**src/rtl/xbus_timing_pkg.sv**
```systemverilog
package xbus_timing_pkg;

   localparam int WORD_W = 32;
   localparam int TIM_W  = 14;   // used field bits at the top of each word
   localparam logic [WORD_W-1:0] WORD_RESET = 32'hFC03_F8F0;

   typedef struct packed {
      logic [5:0] wait_cnt;   // access length minus one
      logic [1:0] cs_dly;     // address valid -> chip select
      logic [1:0] oe_dly;     // chip select -> output enable / data drive
      logic [1:0] we_dly;     // chip select -> write enable
      logic       rdy_en;     // device ready in use
      logic       rdy_async;  // ready taken through synchronizer
   } bank_tim_t;

   function automatic bank_tim_t to_tim(input logic [TIM_W-1:0] bits);
      return bank_tim_t'(bits);
   endfunction

endpackage

```
**src/rtl/xbus_bank_regs.sv**
```systemverilog
module xbus_bank_regs #(
   parameter int                NUM_BANKS = 5,
   parameter int                CFG_AW    = 8,
   parameter logic [CFG_AW-1:0] BASE_OFF  = 8'hE0
) (
   input  logic                                             clk,
   input  logic                                             rst_n,
   input  logic                                             wr_en,
   input  logic [CFG_AW-1:0]                                addr,
   input  logic [xbus_timing_pkg::WORD_W-1:0]               wdata,
   output logic [xbus_timing_pkg::WORD_W-1:0]               rdata,
   output logic [NUM_BANKS-1:0][xbus_timing_pkg::WORD_W-1:0] words
);
   import xbus_timing_pkg::*;

   localparam int STRIDE = 4;

   if (BASE_OFF[1:0] != 2'b00) begin : g_bad_align
      $error("bank register base must be word aligned");
   end
   if (int'(BASE_OFF) + STRIDE*NUM_BANKS > (1 << CFG_AW)) begin : g_bad_span
      $error("bank registers exceed configuration address space");
   end

   logic [NUM_BANKS-1:0] hit;

   for (genvar b = 0; b < NUM_BANKS; b++) begin : g_bank
      assign hit[b] = (addr == BASE_OFF + CFG_AW'(STRIDE*b));
      always_ff @(posedge clk or negedge rst_n) begin
         if (!rst_n)
            words[b] <= WORD_RESET;
         else if (wr_en && hit[b])
            words[b] <= wdata;
      end
   end

   always_comb begin
      rdata = '0;
      for (int b = 0; b < NUM_BANKS; b++)
         if (hit[b]) rdata = words[b];
   end

endmodule

```
**src/rtl/xbus_ready_sync.sv**
```systemverilog
module xbus_ready_sync #(
   parameter int STAGES = 2
) (
   input  logic clk,
   input  logic rst_n,
   input  logic rdy_in,
   output logic rdy_out
);
   if (STAGES < 2) begin : g_bad_stages
      $error("ready synchronizer needs at least two stages");
   end

   logic [STAGES-1:0] chain;

   for (genvar s = 0; s < STAGES; s++) begin : g_stage
      always_ff @(posedge clk or negedge rst_n) begin
         if (!rst_n)
            chain[s] <= 1'b0;
         else if (s == 0)
            chain[s] <= rdy_in;
         else
            chain[s] <= chain[(s > 0) ? s-1 : 0];
      end
   end

   assign rdy_out = chain[STAGES-1];

endmodule

```
**src/rtl/xbus_strobe_seq.sv**
```systemverilog
module xbus_strobe_seq #(
   parameter int AW = 24,
   parameter int DW = 32
) (
   input  logic                             clk,
   input  logic                             rst_n,
   input  logic                             start,
   input  logic                             start_write,
   input  logic [AW-1:0]                    start_addr,
   input  logic [DW-1:0]                    start_wdata,
   input  xbus_timing_pkg::bank_tim_t       tim,
   input  logic                             rdy_raw,
   input  logic                             rdy_synced,
   input  logic [DW-1:0]                    mem_din,
   output logic                             busy,
   output logic                             done,
   output logic [AW-1:0]                    mem_addr,
   output logic                             cs_n,
   output logic                             oe_n,
   output logic                             we_n,
   output logic                             dq_oe,
   output logic [DW-1:0]                    mem_dout,
   output logic [DW-1:0]                    rd_data
);
   import xbus_timing_pkg::*;

   localparam int CNT_W = $bits(tim.wait_cnt);
   localparam int CMP_W = CNT_W + 1;

   bank_tim_t        snap;
   logic             wr_q;
   logic [CNT_W-1:0] cnt;
   logic             last_cyc;
   logic             go;
   logic [CMP_W-1:0] cnt_x, cs_at, oe_at, we_at;

   assign last_cyc = (cnt == snap.wait_cnt);
   assign go       = !snap.rdy_en || (snap.rdy_async ? rdy_synced : rdy_raw);

   always_ff @(posedge clk or negedge rst_n) begin
      if (!rst_n) begin
         busy     <= 1'b0;
         done     <= 1'b0;
         cnt      <= '0;
         snap     <= to_tim(WORD_RESET[WORD_W-1 -: TIM_W]);
         wr_q     <= 1'b0;
         mem_addr <= '0;
         mem_dout <= '0;
         rd_data  <= '0;
      end else begin
         done <= 1'b0;
         if (!busy) begin
            if (start) begin
               busy     <= 1'b1;
               cnt      <= '0;
               snap     <= tim;
               wr_q     <= start_write;
               mem_addr <= start_addr;
               mem_dout <= start_wdata;
            end
         end else if (last_cyc) begin
            if (go) begin
               busy <= 1'b0;
               done <= 1'b1;
               if (!wr_q) rd_data <= mem_din;
            end
         end else begin
            cnt <= cnt + 1'b1;
         end
      end
   end

   assign cnt_x = {1'b0, cnt};
   assign cs_at = CMP_W'(snap.cs_dly);
   assign oe_at = CMP_W'(snap.cs_dly) + CMP_W'(snap.oe_dly);
   assign we_at = CMP_W'(snap.cs_dly) + CMP_W'(snap.we_dly);

   assign cs_n  = !(busy && cnt_x >= cs_at);
   assign oe_n  = !(busy && !wr_q && cnt_x >= oe_at);
   assign we_n  = !(busy && wr_q && cnt_x >= we_at);
   assign dq_oe =  busy && wr_q && cnt_x >= oe_at;

endmodule

```
**src/rtl/xbus_timing_seq.sv**
```systemverilog
module xbus_timing_seq #(
   parameter int                NUM_BANKS   = 5,
   parameter int                CFG_AW      = 8,
   parameter logic [CFG_AW-1:0] CFG_BASE    = 8'hE0,
   parameter int                MEM_AW      = 24,
   parameter int                MEM_DW      = 32,
   parameter int                SYNC_STAGES = 2,
   localparam int               BANK_W      = (NUM_BANKS > 1) ? $clog2(NUM_BANKS) : 1
) (
   input  logic              clk,
   input  logic              rst_n,
   input  logic              cfg_wr,
   input  logic [CFG_AW-1:0] cfg_addr,
   input  logic [31:0]       cfg_wdata,
   output logic [31:0]       cfg_rdata,
   input  logic              req_valid,
   output logic              req_ready,
   input  logic [BANK_W-1:0] req_bank,
   input  logic              req_write,
   input  logic [MEM_AW-1:0] req_addr,
   input  logic [MEM_DW-1:0] req_wdata,
   input  logic              ext_ready,
   input  logic [MEM_DW-1:0] mem_din,
   output logic [MEM_AW-1:0] mem_addr,
   output logic              addr_vld,
   output logic              cs_n,
   output logic              oe_n,
   output logic              we_n,
   output logic              dq_oe,
   output logic [MEM_DW-1:0] mem_dout,
   output logic              done,
   output logic [MEM_DW-1:0] rd_data
);
   import xbus_timing_pkg::*;

   if (NUM_BANKS < 1 || NUM_BANKS > (1 << BANK_W)) begin : g_bad_banks
      $error("bank count out of range");
   end

   logic [NUM_BANKS-1:0][WORD_W-1:0] words;
   bank_tim_t tim_sel;
   logic      bank_ok;
   logic      busy;
   logic      rdy_synced;

   xbus_bank_regs #(
      .NUM_BANKS(NUM_BANKS), .CFG_AW(CFG_AW), .BASE_OFF(CFG_BASE)
   ) u_regs (
      .clk(clk), .rst_n(rst_n), .wr_en(cfg_wr), .addr(cfg_addr),
      .wdata(cfg_wdata), .rdata(cfg_rdata), .words(words)
   );

   xbus_ready_sync #(.STAGES(SYNC_STAGES)) u_rdy (
      .clk(clk), .rst_n(rst_n), .rdy_in(ext_ready), .rdy_out(rdy_synced)
   );

   always_comb begin
      tim_sel = to_tim(WORD_RESET[WORD_W-1 -: TIM_W]);
      bank_ok = 1'b0;
      for (int b = 0; b < NUM_BANKS; b++) begin
         if (req_bank == BANK_W'(b)) begin
            tim_sel = to_tim(words[b][WORD_W-1 -: TIM_W]);
            bank_ok = 1'b1;
         end
      end
   end

   xbus_strobe_seq #(.AW(MEM_AW), .DW(MEM_DW)) u_seq (
      .clk(clk), .rst_n(rst_n),
      .start(req_valid && bank_ok), .start_write(req_write),
      .start_addr(req_addr), .start_wdata(req_wdata), .tim(tim_sel),
      .rdy_raw(ext_ready), .rdy_synced(rdy_synced), .mem_din(mem_din),
      .busy(busy), .done(done), .mem_addr(mem_addr),
      .cs_n(cs_n), .oe_n(oe_n), .we_n(we_n), .dq_oe(dq_oe),
      .mem_dout(mem_dout), .rd_data(rd_data)
   );

   assign req_ready = !busy;
   assign addr_vld  = busy;

endmodule

```
**config.mk**
```make
export PLATFORM = sky130hd
export DESIGN_NAME = xbus_timing_seq
export DESIGN_NICKNAME = d
export VERILOG_FILES = /design/src/rtl/xbus_timing_pkg.sv /design/src/rtl/xbus_bank_regs.sv /design/src/rtl/xbus_ready_sync.sv /design/src/rtl/xbus_strobe_seq.sv /design/src/rtl/xbus_timing_seq.sv
export SDC_FILE = /design/constraint.sdc
export NUM_CORES = 1
export LEC_CHECK = 0
export BUFFER_PORTS_ARGS = -buffer_cell sky130_fd_sc_hd__buf_2
export CELL_PAD_IN_SITES_DETAIL_PLACEMENT = 1
export CELL_PAD_IN_SITES_GLOBAL_PLACEMENT = 2
export CORE_ASPECT_RATIO = 1.25
export CORE_MARGIN = 10
export CORE_UTILIZATION = 42
export CTS_BUF_LIST = sky130_fd_sc_hd__clkbuf_8
export CTS_CLUSTER_SIZE = 8
export DETAILED_ROUTE_END_ITERATION = 12
export PLACE_DENSITY = 0.93
export SYNTH_ARGS = -nofsm -noshare
export SYNTH_HDL_FRONTEND = slang
export SYNTH_SLANG_ARGS = --single-unit
```
**constraint.sdc**
```tcl
create_clock -name clk -period 5.2 [get_ports clk]
set_clock_uncertainty 0.1 [all_clocks]
set_input_delay 0.78 -clock clk [delete_from_list [all_inputs] [get_ports clk]]
set_output_delay 0.78 -clock clk [all_outputs]
set_load 0.005 [all_outputs]
```
Word level (Yosys, flattened, before mapping). Index checks and enable logic that the tools add are counted.

Bits in latches: 0. Bits in registers: 273. Memories kept: 0. Output and inout bits: 127. Bits in read-only memories: 0. Memory bits (writable): 0.

Equal/unequal tests: 11. Reductions and logical operators: 24. Muxes and demuxes: 26. Multipliers: 0. Magnitude comparators: 3. Divide/modulo/power cells: 0. Bitwise operators: 2. Shift operators: 0. $add $sub $neg: 3.

Operators with widths (number): 2-to-1 mux 32 bit (5); 2-to-1 mux 14 bit (5); == test 8 bit, second input constant (5); 2-to-1 mux 6 bit (3); greater-or-equal comparator 6 x 7 -> 1 bit (2); 2-to-1 mux 1 bit (13); logical AND 1 bit (12); adder 2 x 2 -> 3 bit (2); adder 6 x 1 -> 6 bit, second input constant (1); == test 3 x 2 -> 1 bit, second input constant (2); == test 6 bit (1); greater-or-equal comparator 6 x 2 -> 1 bit (1); zero test 1 bit (6); AND reduction 2 bit (2); AND reduction 4 bit (1); == test 3 x 1 -> 1 bit, second input constant (1); == test 3 bit, second input constant (1); zero test 3 bit (1); inequality test 2 bit, second input constant (1); NOT 1 bit (2); nonzero test 2 bit (1); logical OR 1 bit (1).

Depth between registers and ports, before layout. Gate-level depths: netlist (run 1).

Depth in word-level cells: 9. Gate-level depth with buffers: 7.

Modules after synthesis. Synthesis (run 1) repeated with hierarchy kept, for this count alone.

Cells, all modules: 1129. Area, all modules: 13138.9 um^2.

Modules (own cells, without submodules): xbus_bank_regs (area each 7604.8 um^2, instances 1, cells an instance 578, sequential area each 4110.2 um^2); xbus_strobe_seq (area each 4775.8 um^2, instances 1, cells an instance 457, sequential area each 2785.2 um^2); xbus_timing_seq (area each 708.2 um^2, instances 1, cells an instance 92, sequential area each 0.0 um^2); xbus_ready_sync (area each 50.0 um^2, instances 1, cells an instance 2, sequential area each 50.0 um^2).

Worst setup path before layout (run 1). No wires, ideal clock.

Kind: input to output. From: in cfg_addr[2]. To: out cfg_rdata[10]. Arrival time: 2.155 ns. Setup slack: 2.165 ns. Required time: 4.320 ns. Cell stages on the path: 5. Cell sequence: or3_1 > buf_2 > nor3_1 > clkbuf_1 > a22o_1.

Longest elaborated chain between the ends: 6.

RTL lines: from (decl) (line xbus_timing_seq.sv:13) `input logic [CFG_AW-1:0] cfg_addr,`; == test 8 bit (line xbus_bank_regs.sv:28) `assign hit[b] = (addr == BASE_OFF + CFG_AW'(STRIDE*b));`; 2-to-1 mux 32 bit (4 in a row) (line xbus_bank_regs.sv:40) `if (hit[b]) rdata = words[b];`; 2-to-1 mux 32 bit (*) (line xbus_bank_regs.sv:40); to (decl) (line xbus_timing_seq.sv:15) `output logic [31:0] cfg_rdata,`.

Mark *: on every way between the ends. The rest lies on a longest branch, timed or not.

Worst setup path after layout (run 1).
From: in cfg_addr[2]. To: out cfg_rdata[25].

Same word-level chain as after synthesis.

==> flow_metrics.tcl, run 1 <==
set metrics [dict create \
    status "completed" \
    setup_violations 0 \
    synth_top_area_frac 0.363 \
    holdBufCountCts 0 \
    final_cells 1575 \
    slew_violations 0 \
    drive_above_1_share 0.593 \
    synthArstFlopShare 1.00 \
    htree_levels 2 \
    drtAntennaViolNets 0 \
    path_max_fanout 36 \
    fillers 3065 \
    routedWlPerCell_um 21.7 \
    setup_tns_ps 0 \
    cts_tree "yes" \
    synth_edf_count 0 \
    cts_sinks 273 \
    clock_latency_ps 580 \
    rr_startpoint "u_seq.cnt[1]" \
    grt.overflow.total 0 \
    drt_iter0_drc 335 \
    avgSynthCellArea_um2 14.4 \
    fin_crit_ps 3680 \
    final_nets 1293 \
    synth-seq-cells 273 \
    fmax_ghz 0.272 \
    io_buffers 263 \
    die_w_um 175 \
    cts_setup_buffers 0 \
    synth_cell_types 45 \
    grt_pass1_wl_um 53900 \
    rsz0062_at_grt "false" \
    grt_usage 0.181 \
    wl_um 34200 \
    ir_drop_mv 0.200 \
    powerDensity_nw_per_um2 418 \
    min_path_type "in -> async" \
    grt_max_degree 119 \
    drv_cap 0 \
    row_count 70 \
    fp.dieArea_um2 37200 \
    worst_pin_slew_ps 1170 \
    num_vias 8402 \
    syn_area_um2 12500 \
    die_h_um 213 \
    end_kind "output port" \
    antenna_found_initial 5 \
    numCtsBuffers 47 \
    synth_most_common_cell "mux2_2" \
    yosys.area.top_type "dfrtp_1" \
    hold_viol 0 \
    ys_top_cells_by_area "dfrtp_1 36%, mux2_2 20%, dfstp_2 19%" \
    crit_type "in -> out" \
    cts-root-buf "clkbuf_8" \
    relSlewSlack 0.219 \
    io_pins 264 \
    yosys_warnings 0 \
    viasPerCell 5.33 \
    finalCritPeriodShare 0.707 \
    clk_pin_slew_worst_paths_ps 50 \
    crit_arrival_ps 2800 \
    synthTopCellsByCount "218 x mux2_2, 182 x dfrtp_1, 91 x dfstp_2" \
    core_um2 29300 \
    crit_required_ps 4320 \
    grt_pass1_vias 9403 \
    start_kind "input port" \
    gp_congestion 0.786 \
    dp_hpwl_um 24100 \
    ctsResizeCount 0 \
    drt_pass1_iterations 4 \
    synthCells 871 \
    synthFlopType "dfrtp_1" \
    initial_utilization 0.428 \
    p_leak_nw 7.39 \
    dp_cells 1490 \
    synthToLayoutAreaGrowth_pct 20.7 \
    drc 0 \
    startpoint "cfg_addr[2]" \
    synth_fp_nets 1021 \
    clockBufferDepth 3 \
    synth_seq_area_share 0.554 \
]
[kinds of logic after synthesis]
logic type               synth area share
AO/OA/AOI/OAI                      0.0638
adder cells (fa/ha/maj)            0.0142
buffers and inverters              0.0266
AND/OR/NAND/NOR                    0.0261
multiplexers                        0.311
flip-flops                          0.554
XOR/XNOR                          0.00419
[state kept, by name, summed over array words and instances, names as in the netlist, 2 cells and up]
name,count
u_seq.mem_addr,24
u_regs.words,160
u_seq.mem_dout,32
u_seq.cnt,6
u_seq.rd_data,32
u_seq.cs_at,2
u_seq.snap,12
[final timing paths]
path                                     end  slack [ps]  cells after the start
hold / removal              u_seq.rd_data[4]         140                      1
setup reg to reg            u_seq.rd_data[2]        2340                      4
max in group asynchronous  u_seq.mem_dout[0]        3630                      2
min in group clk              u_rdy.chain[0]         240                      1
setup / recovery               cfg_rdata[25]        1520                      6
hold reg to reg                u_rdy.rdy_out         250                      0
[routing by layer]
| layer | part of all wire | track usage | routed length (um) |
|---|---|---|---|
| met1 | 0.42 | 0.215 | 14200 |
| met2 | 0.49 | 0.306 | 16800 |
| met3 | 0.069 | 0.0559 | 2350 |
| met4 | 0.024 | 0.0606 | 832 |
| met5 | 0.0016 | 0 | 54 |
[metrics by stage]
step,utilization,setup WS (ps),hold slack (ps),total power (W),instance area (um2)
global placement,0.486,1500,238,0.00447,14300
finish,0.516,1520,135,0.00633,15100
global route,0.516,1350,159,0.00675,15100
floorplan,-,2170,231,0.00380,12500
CTS,0.516,1490,171,0.00645,15100
detailed placement,0.486,1430,247,0.00457,14300
[cell type report]
cell class              count  area, um2  share of cell area
diodes                      1       2.50            0.000165
inverters                  10       37.5             0.00248
repair buffers            279       1460              0.0965
multi-input cells         532       5320               0.351
clock inverters            31        155              0.0102
flip-flops and latches    273       6950               0.459
clock buffers              53        729              0.0482
well taps                 396        495              0.0327
[cell usage in the layout, fill, tap and decap left out, types with 2 or more instances in the layout]
cell and instances:
buf_2 261, mux2_2 218, dfrtp_1 182, dfstp_2 91, mux2i_1 81, clkbuf_8 53
o22ai_1 38, inv_1 35, a22o_1 32, mux2_4 30, nand2_1 22, buf_4 16
o21ai_0 15, ha_1 11, a21oi_1 10, nor2_1 8, mux4_2 8, nand2b_1 6
xnor2_1 6, o2bb2ai_1 6, or3_2 4, nor2_4 4, and3_1 3, o211ai_1 3
clkinv_2 3, nand4_1 2, a211o_1 2, nor2b_1 2, a221oi_1 2, fa_1 2
[where the power goes]
| group | switching [W] | total (W) | leakage [nW] | internal [W] |
|---|---|---|---|---|
| combinational | 0.000698 | 0.00158 | 3.57 | 0.000884 |
| sequential | 0.000285 | 0.00292 | 3.27 | 0.00264 |
| clock | 0.000851 | 0.00183 | 0.545 | 0.000978 |
[worst max-delay path: stages]
cell	delay, ps
buf_2	100
or3_2	910
nor3_2	320
buf_4	330
a22o_1	200
buf_2	140
(Power assumes the default switching activity.)
==> inputs of run 2 (changes only) <==
--- a/config.mk
+++ b/config.mk
@@ -10,11 +10,11 @@
 export CELL_PAD_IN_SITES_GLOBAL_PLACEMENT = 2
 export CORE_ASPECT_RATIO = 1.25
 export CORE_MARGIN = 10
-export CORE_UTILIZATION = 42
+export CORE_UTILIZATION = 39
 export CTS_BUF_LIST = sky130_fd_sc_hd__clkbuf_8
 export CTS_CLUSTER_SIZE = 8
 export DETAILED_ROUTE_END_ITERATION = 12
-export PLACE_DENSITY = 0.93
+export PLACE_DENSITY = 0.87
 export SYNTH_ARGS = -nofsm -noshare
 export SYNTH_HDL_FRONTEND = slang
 export SYNTH_SLANG_ARGS = --single-unit
==> constraint.sdc (replaced) <==
create_clock -name clk -period 3.7 [get_ports clk]
set_clock_uncertainty 0.1 [all_clocks]
set_input_delay 0.555 -clock clk [delete_from_list [all_inputs] [get_ports clk]]
set_output_delay 0.555 -clock clk [all_outputs]
set_load 0.005 [all_outputs]
==> run 2 against run 1 <==
  * Global-route usage down 1.3 points
  * Utilization fell by 3.4 points
  * Register-to-register slack worse by 1500 ps
  * Combinational power up 40%
  * Critical endpoint is now dq_oe
==> flow_metrics.tcl, run 2 (same netlist as run 1, synthesis figures left out) <==
set metrics [dict create \
    status "completed" \
    cts_tree "yes" \
    rrSetupSlack_ps 870 \
    gp_congestion 0.736 \
    cts_setup_buffers 0 \
    fmax_ghz 0.294 \
    multiInputGateArea_um2 5320 \
    min_path_type "in -> reg" \
    routedWlPerCell_um 21.4 \
    grt.overflow.total 0 \
    layout_common_cells "261 x buf_2, 218 x mux2_2, 182 x dfrtp_1" \
    synthToLayoutAreaGrowth_pct 22.2 \
    worst_pin_slew_ps 1180 \
    fillers 3315 \
    initial_utilization 0.395 \
    drtAntennaViolNets 0 \
    relSlewSlack 0.216 \
    worst_r2r_path_depth 4 \
    layout_commonest_cell "buf_2" \
    finalCritPeriodShare 0.921 \
    r2r_end "u_seq.rd_data[16]" \
    top_register "u_regs.words" \
    io_buffers 263 \
    grt_pass1_vias 9434 \
    clock_latency_ps 580 \
    cts-root-buf "clkbuf_8" \
    cts_sinks 273 \
    powerDensity_nw_per_um2 585 \
    p_leak_nw 7.46 \
    ir_drop_mv 0.370 \
    drc 0 \
    die_h_um 221 \
    dp_slack_ps 800 \
    end_kind "output port" \
    fin_crit_ps 3410 \
    rr_startpoint "u_seq.cnt[1]" \
    setup_ws_ps 293 \
    antenna_found_initial 4 \
    dp_hpwl_um 23600 \
    reg_top3 "u_regs.words (160), u_seq.mem_dout (32), u_seq.rd_data (32)" \
    hold_viol 0 \
    start_kind "register" \
    drv_cap 0 \
    setup_violations 0 \
    row_count 73 \
    regArea_um2 6950 \
    wl_um 34300 \
    slew_violations 0 \
    crit_type "reg -> out" \
    numCtsBuffers 47 \
    grt_max_degree 91 \
    die_w_um 180 \
    min_path_cells 2 \
    num_vias 8396 \
    ctsResizeCount 0 \
    worstHoldStart "req_wdata[3]" \
    path_max_fanout 4 \
    fp.dieArea_um2 39800 \
    htree_levels 2 \
    core_um2 31800 \
    clk_pin_slew_worst_paths_ps 60 \
    startpoint "u_seq.cs_at[0]" \
    clockBufferDepth 3 \
    grt_usage 0.168 \
    drt_iter0_drc 304 \
    rsz0062_at_grt "false" \
    io_pins 264 \
    final_nets 1303 \
    hold_path_end "u_seq.mem_dout[3]" \
    crit_arrival_ps 2750 \
    drive_above_1_share 0.598 \
    crit_required_ps 3040 \
    drt_pass1_iterations 4 \
    largest_register_ff_count 160 \
    viasPerCell 5.24 \
    holdBufCountCts 2 \
    setup_tns_ps 0 \
    grt_pass1_wl_um 53700 \
]
## run 2: power by group
group | switching (W) | internal, W | leakage [nW] | total [W]
combinational | 0.000958 | 0.00125 | 3.64 | 0.00221
sequential | 0.000408 | 0.00370 | 3.27 | 0.00411
clock | 0.00120 | 0.00144 | 0.542 | 0.00264
total | 0.00256 | 0.00640 | 7.46 | 0.00896
## run 2: critical path, stage by stage, from the launching register on
cell and delay [ps]:
dfrtp_1 420, ha_1 220, inv_1 70, fa_1 410
ha_1 280, a21o_1 150, a211o_1 310, and3_1 200
buf_2 130
## run 2: worst max path at each step
stage	endpoint	slack, ps
global route	dq_oe	170
finish	dq_oe	290
detailed placement	cfg_rdata[15]	800
floorplan	dq_oe	1110
global placement	cfg_rdata[6]	830
CTS	dq_oe	240
## run 2: cell type report
cell class	count	share of cell area
inverter	10	0.00245
sequential	273	0.453
tap	412	0.0336
clock inverter	22	0.00571
clock buffer	60	0.0539
timing repair buffer	289	0.104
multi-input combinational	532	0.347
antenna	3	0.000490
## run 2: through the flow
| stage | instance area [um2] | utilization | total power (W) | instances | hold slack [ps] |
|---|---|---|---|---|---|
| after floorplan | 12500 | - | 0.00534 | 871 | 159 |
| after global placement | 14400 | 0.453 | 0.00630 | 1514 | 241 |
| after detailed placement | 14400 | 0.453 | 0.00642 | 1514 | 245 |
| after CTS | 15300 | 0.482 | 0.00914 | 1598 | 89.6 |
| after global routing | 15300 | 0.482 | 0.00953 | 1598 | 104 |
| final | 15300 | 0.482 | 0.00896 | 1601 | 132 |
## run 2: layer usage
metal / global-route usage / up-vias / wire length [um]
li1: - / 3785 / -
met1: 0.200 / 4300 / 14500
met2: 0.295 / 251 / 17100
met3: 0.0430 / 56 / 2050
met4: 0.0460 / 4 / 637
met5: 0 / - / 20
==> inputs of run 3 (changes only) <==
--- a/config.mk
+++ b/config.mk
@@ -6,15 +6,13 @@
 export NUM_CORES = 1
 export LEC_CHECK = 0
 export BUFFER_PORTS_ARGS = -buffer_cell sky130_fd_sc_hd__buf_2
-export CELL_PAD_IN_SITES_DETAIL_PLACEMENT = 1
-export CELL_PAD_IN_SITES_GLOBAL_PLACEMENT = 2
 export CORE_ASPECT_RATIO = 1.25
 export CORE_MARGIN = 10
-export CORE_UTILIZATION = 39
+export CORE_UTILIZATION = 50
 export CTS_BUF_LIST = sky130_fd_sc_hd__clkbuf_8
 export CTS_CLUSTER_SIZE = 8
 export DETAILED_ROUTE_END_ITERATION = 12
-export PLACE_DENSITY = 0.87
+export PLACE_DENSITY = 0.79
 export SYNTH_ARGS = -nofsm -noshare
 export SYNTH_HDL_FRONTEND = slang
 export SYNTH_SLANG_ARGS = --single-unit
==> run 3 against run 2 <==
  * Sequential power about the same
  * Critical path depth unchanged
  * Worst setup slack better by 44 ps
==> flow_metrics.tcl, run 3 (same netlist as run 1, synthesis figures left out) <==
set metrics [dict create \
    row_count 64 \
    fmax_ghz 0.297 \
    cp_cell_sequence "ha_1 > inv_1 > fa_1 > ha_1 > a21o_1 > a211o_1 > and3_1 > buf_2" \
    core_um2 24600 \
    ir_drop_mv 0.364 \
    die_w_um 162 \
    num_vias 8207 \
    start_kind "register" \
    end_kind "output port" \
    routedWlPerCell_um 20.8 \
    numCtsBuffers 44 \
    ctsResizeCount 0 \
    slew_violations 0 \
    wl_um 31300 \
    min_path_type "in -> reg" \
    fp.dieArea_um2 31900 \
    status "completed" \
    htree_levels 2 \
    startpoint "u_seq.cs_at[0]" \
    clockBufferDepth 3 \
    layout_commonest_cell "buf_2" \
    crit_top_cell "ha_1" \
    drc 0 \
    largest_register_ff_count 160 \
    reg_top3 "u_regs.words (160), u_seq.mem_dout (32), u_seq.rd_data (32)" \
    drt_pass1_iterations 4 \
    crit_type "reg -> out" \
    cts_tree "yes" \
    grt_usage 0.190 \
    top_register "u_regs.words" \
    io_pins 264 \
    crit_required_ps 3040 \
    total_power_w 0.00878 \
    grt.overflow.total 0 \
    initial_utilization 0.510 \
    drive_above_1_share 0.597 \
    cts-root-buf "clkbuf_8" \
    drtAntennaViolNets 0 \
    holdBufCountCts 2 \
    antenna_found_initial 2 \
    clock_latency_ps 560 \
    num_antenna_cells 0 \
    drt_iter0_drc 410 \
    cts_setup_buffers 0 \
    grt_pass1_wl_um 49400 \
    p_leak_nw 7.39 \
    powerDensity_nw_per_um2 580 \
    setup_tns_ps 0 \
    hold_viol 0 \
    dp_hpwl_um 22200 \
    synthToLayoutAreaGrowth_pct 20.7 \
    die_h_um 197 \
    setup_violations 0 \
    cts_sinks 273 \
    relSlewSlack 0.225 \
    finalCritPeriodShare 0.909 \
    clk_pin_slew_worst_paths_ps 60 \
    fin_crit_ps 3360 \
    gp_congestion 0.812 \
    rsz0062_at_grt "false" \
    grt_pass1_vias 8875 \
    critPathMaxStageDelay_ps 410 \
    grt_max_degree 109 \
    drv_cap 0 \
    final_nets 1296 \
    worst_pin_slew_ps 1160 \
    rr_startpoint "u_seq.cnt[1]" \
    critPathSlowestCell "dfrtp_1" \
    crit_arrival_ps 2710 \
    io_buffers 263 \
    viasPerCell 5.45 \
    worstHoldStart "req_wdata[14]" \
    layout_common_cells "261 x buf_2, 218 x mux2_2, 182 x dfrtp_1" \
    path_max_fanout 4 \
]
## run 3: cell count changes in the layout (fill, tap and decap cells not counted), sizes merged
cell / previous run / this run
buf: 287 / 283
clkbuf: 60 / 56
diode: 3 / 0
clkinv: 1 / 0
inv: 30 / 29
## run 3: per-stage QoR
step	hold slack (ps)	area, um2	cells	worst slack, ps	util
after detailed placement	245	14300	1428	662	0.580
after global placement	236	14300	1428	720	0.580
after global routing	104	15100	1506	238	0.616
after floorplan	159	12500	871	1110	-
after CTS	104	15100	1506	307	0.616
final	126	15100	1506	338	0.616
## run 3: per-layer routing
metal  part of all wire  vias up  GRT usage
met5            0.00061        -          0
met4              0.016        4     0.0486
met3              0.073       46     0.0521
met2               0.49      285      0.319
met1               0.42     4102      0.238
li1                   -     3770          -
## run 3: path summary, 6_finish.rpt
| check | end | slack [ps] | depth (start not counted) |
|---|---|---|---|
| max in group asynchronous | u_regs.words[156] | 2000 | 3 |
| worst max register to register | u_seq.rd_data[5] | 850 | 4 |
| min in group asynchronous | u_regs.words[150] | 580 | 2 |
| worst min register to register | u_rdy.rdy_out | 260 | 0 |
| worst max-delay path | dq_oe | 340 | 8 |
| worst min-delay path | u_seq.mem_dout[14] | 130 | 2 |
## run 3: power breakdown
group	switching (W)	leakage, nW	internal [W]
clock	0.00113	0.504	0.00136
sequential	0.000388	3.27	0.00370
combinational	0.000956	3.62	0.00125
## run 3: final cells by class
| cell class | count | area [um2] |
|---|---|---|
| inverters | 10 | 37.5 |
| clock inverters | 20 | 91.3 |
| flip-flops and latches | 273 | 6950 |
| repair buffers | 285 | 1570 |
| multi-input cells | 532 | 5320 |
| clock buffers | 56 | 771 |
| fillers | 1931 | 9440 |
| well taps | 330 | 413 |
## run 3: critical path: cells and delay by family (launching register included)
kind            cells  cell delay [ps]
fa+ha+maj           3              910
compound gates      2              470
flops               1              410
buf+inv             2              180
simple gates        1              180
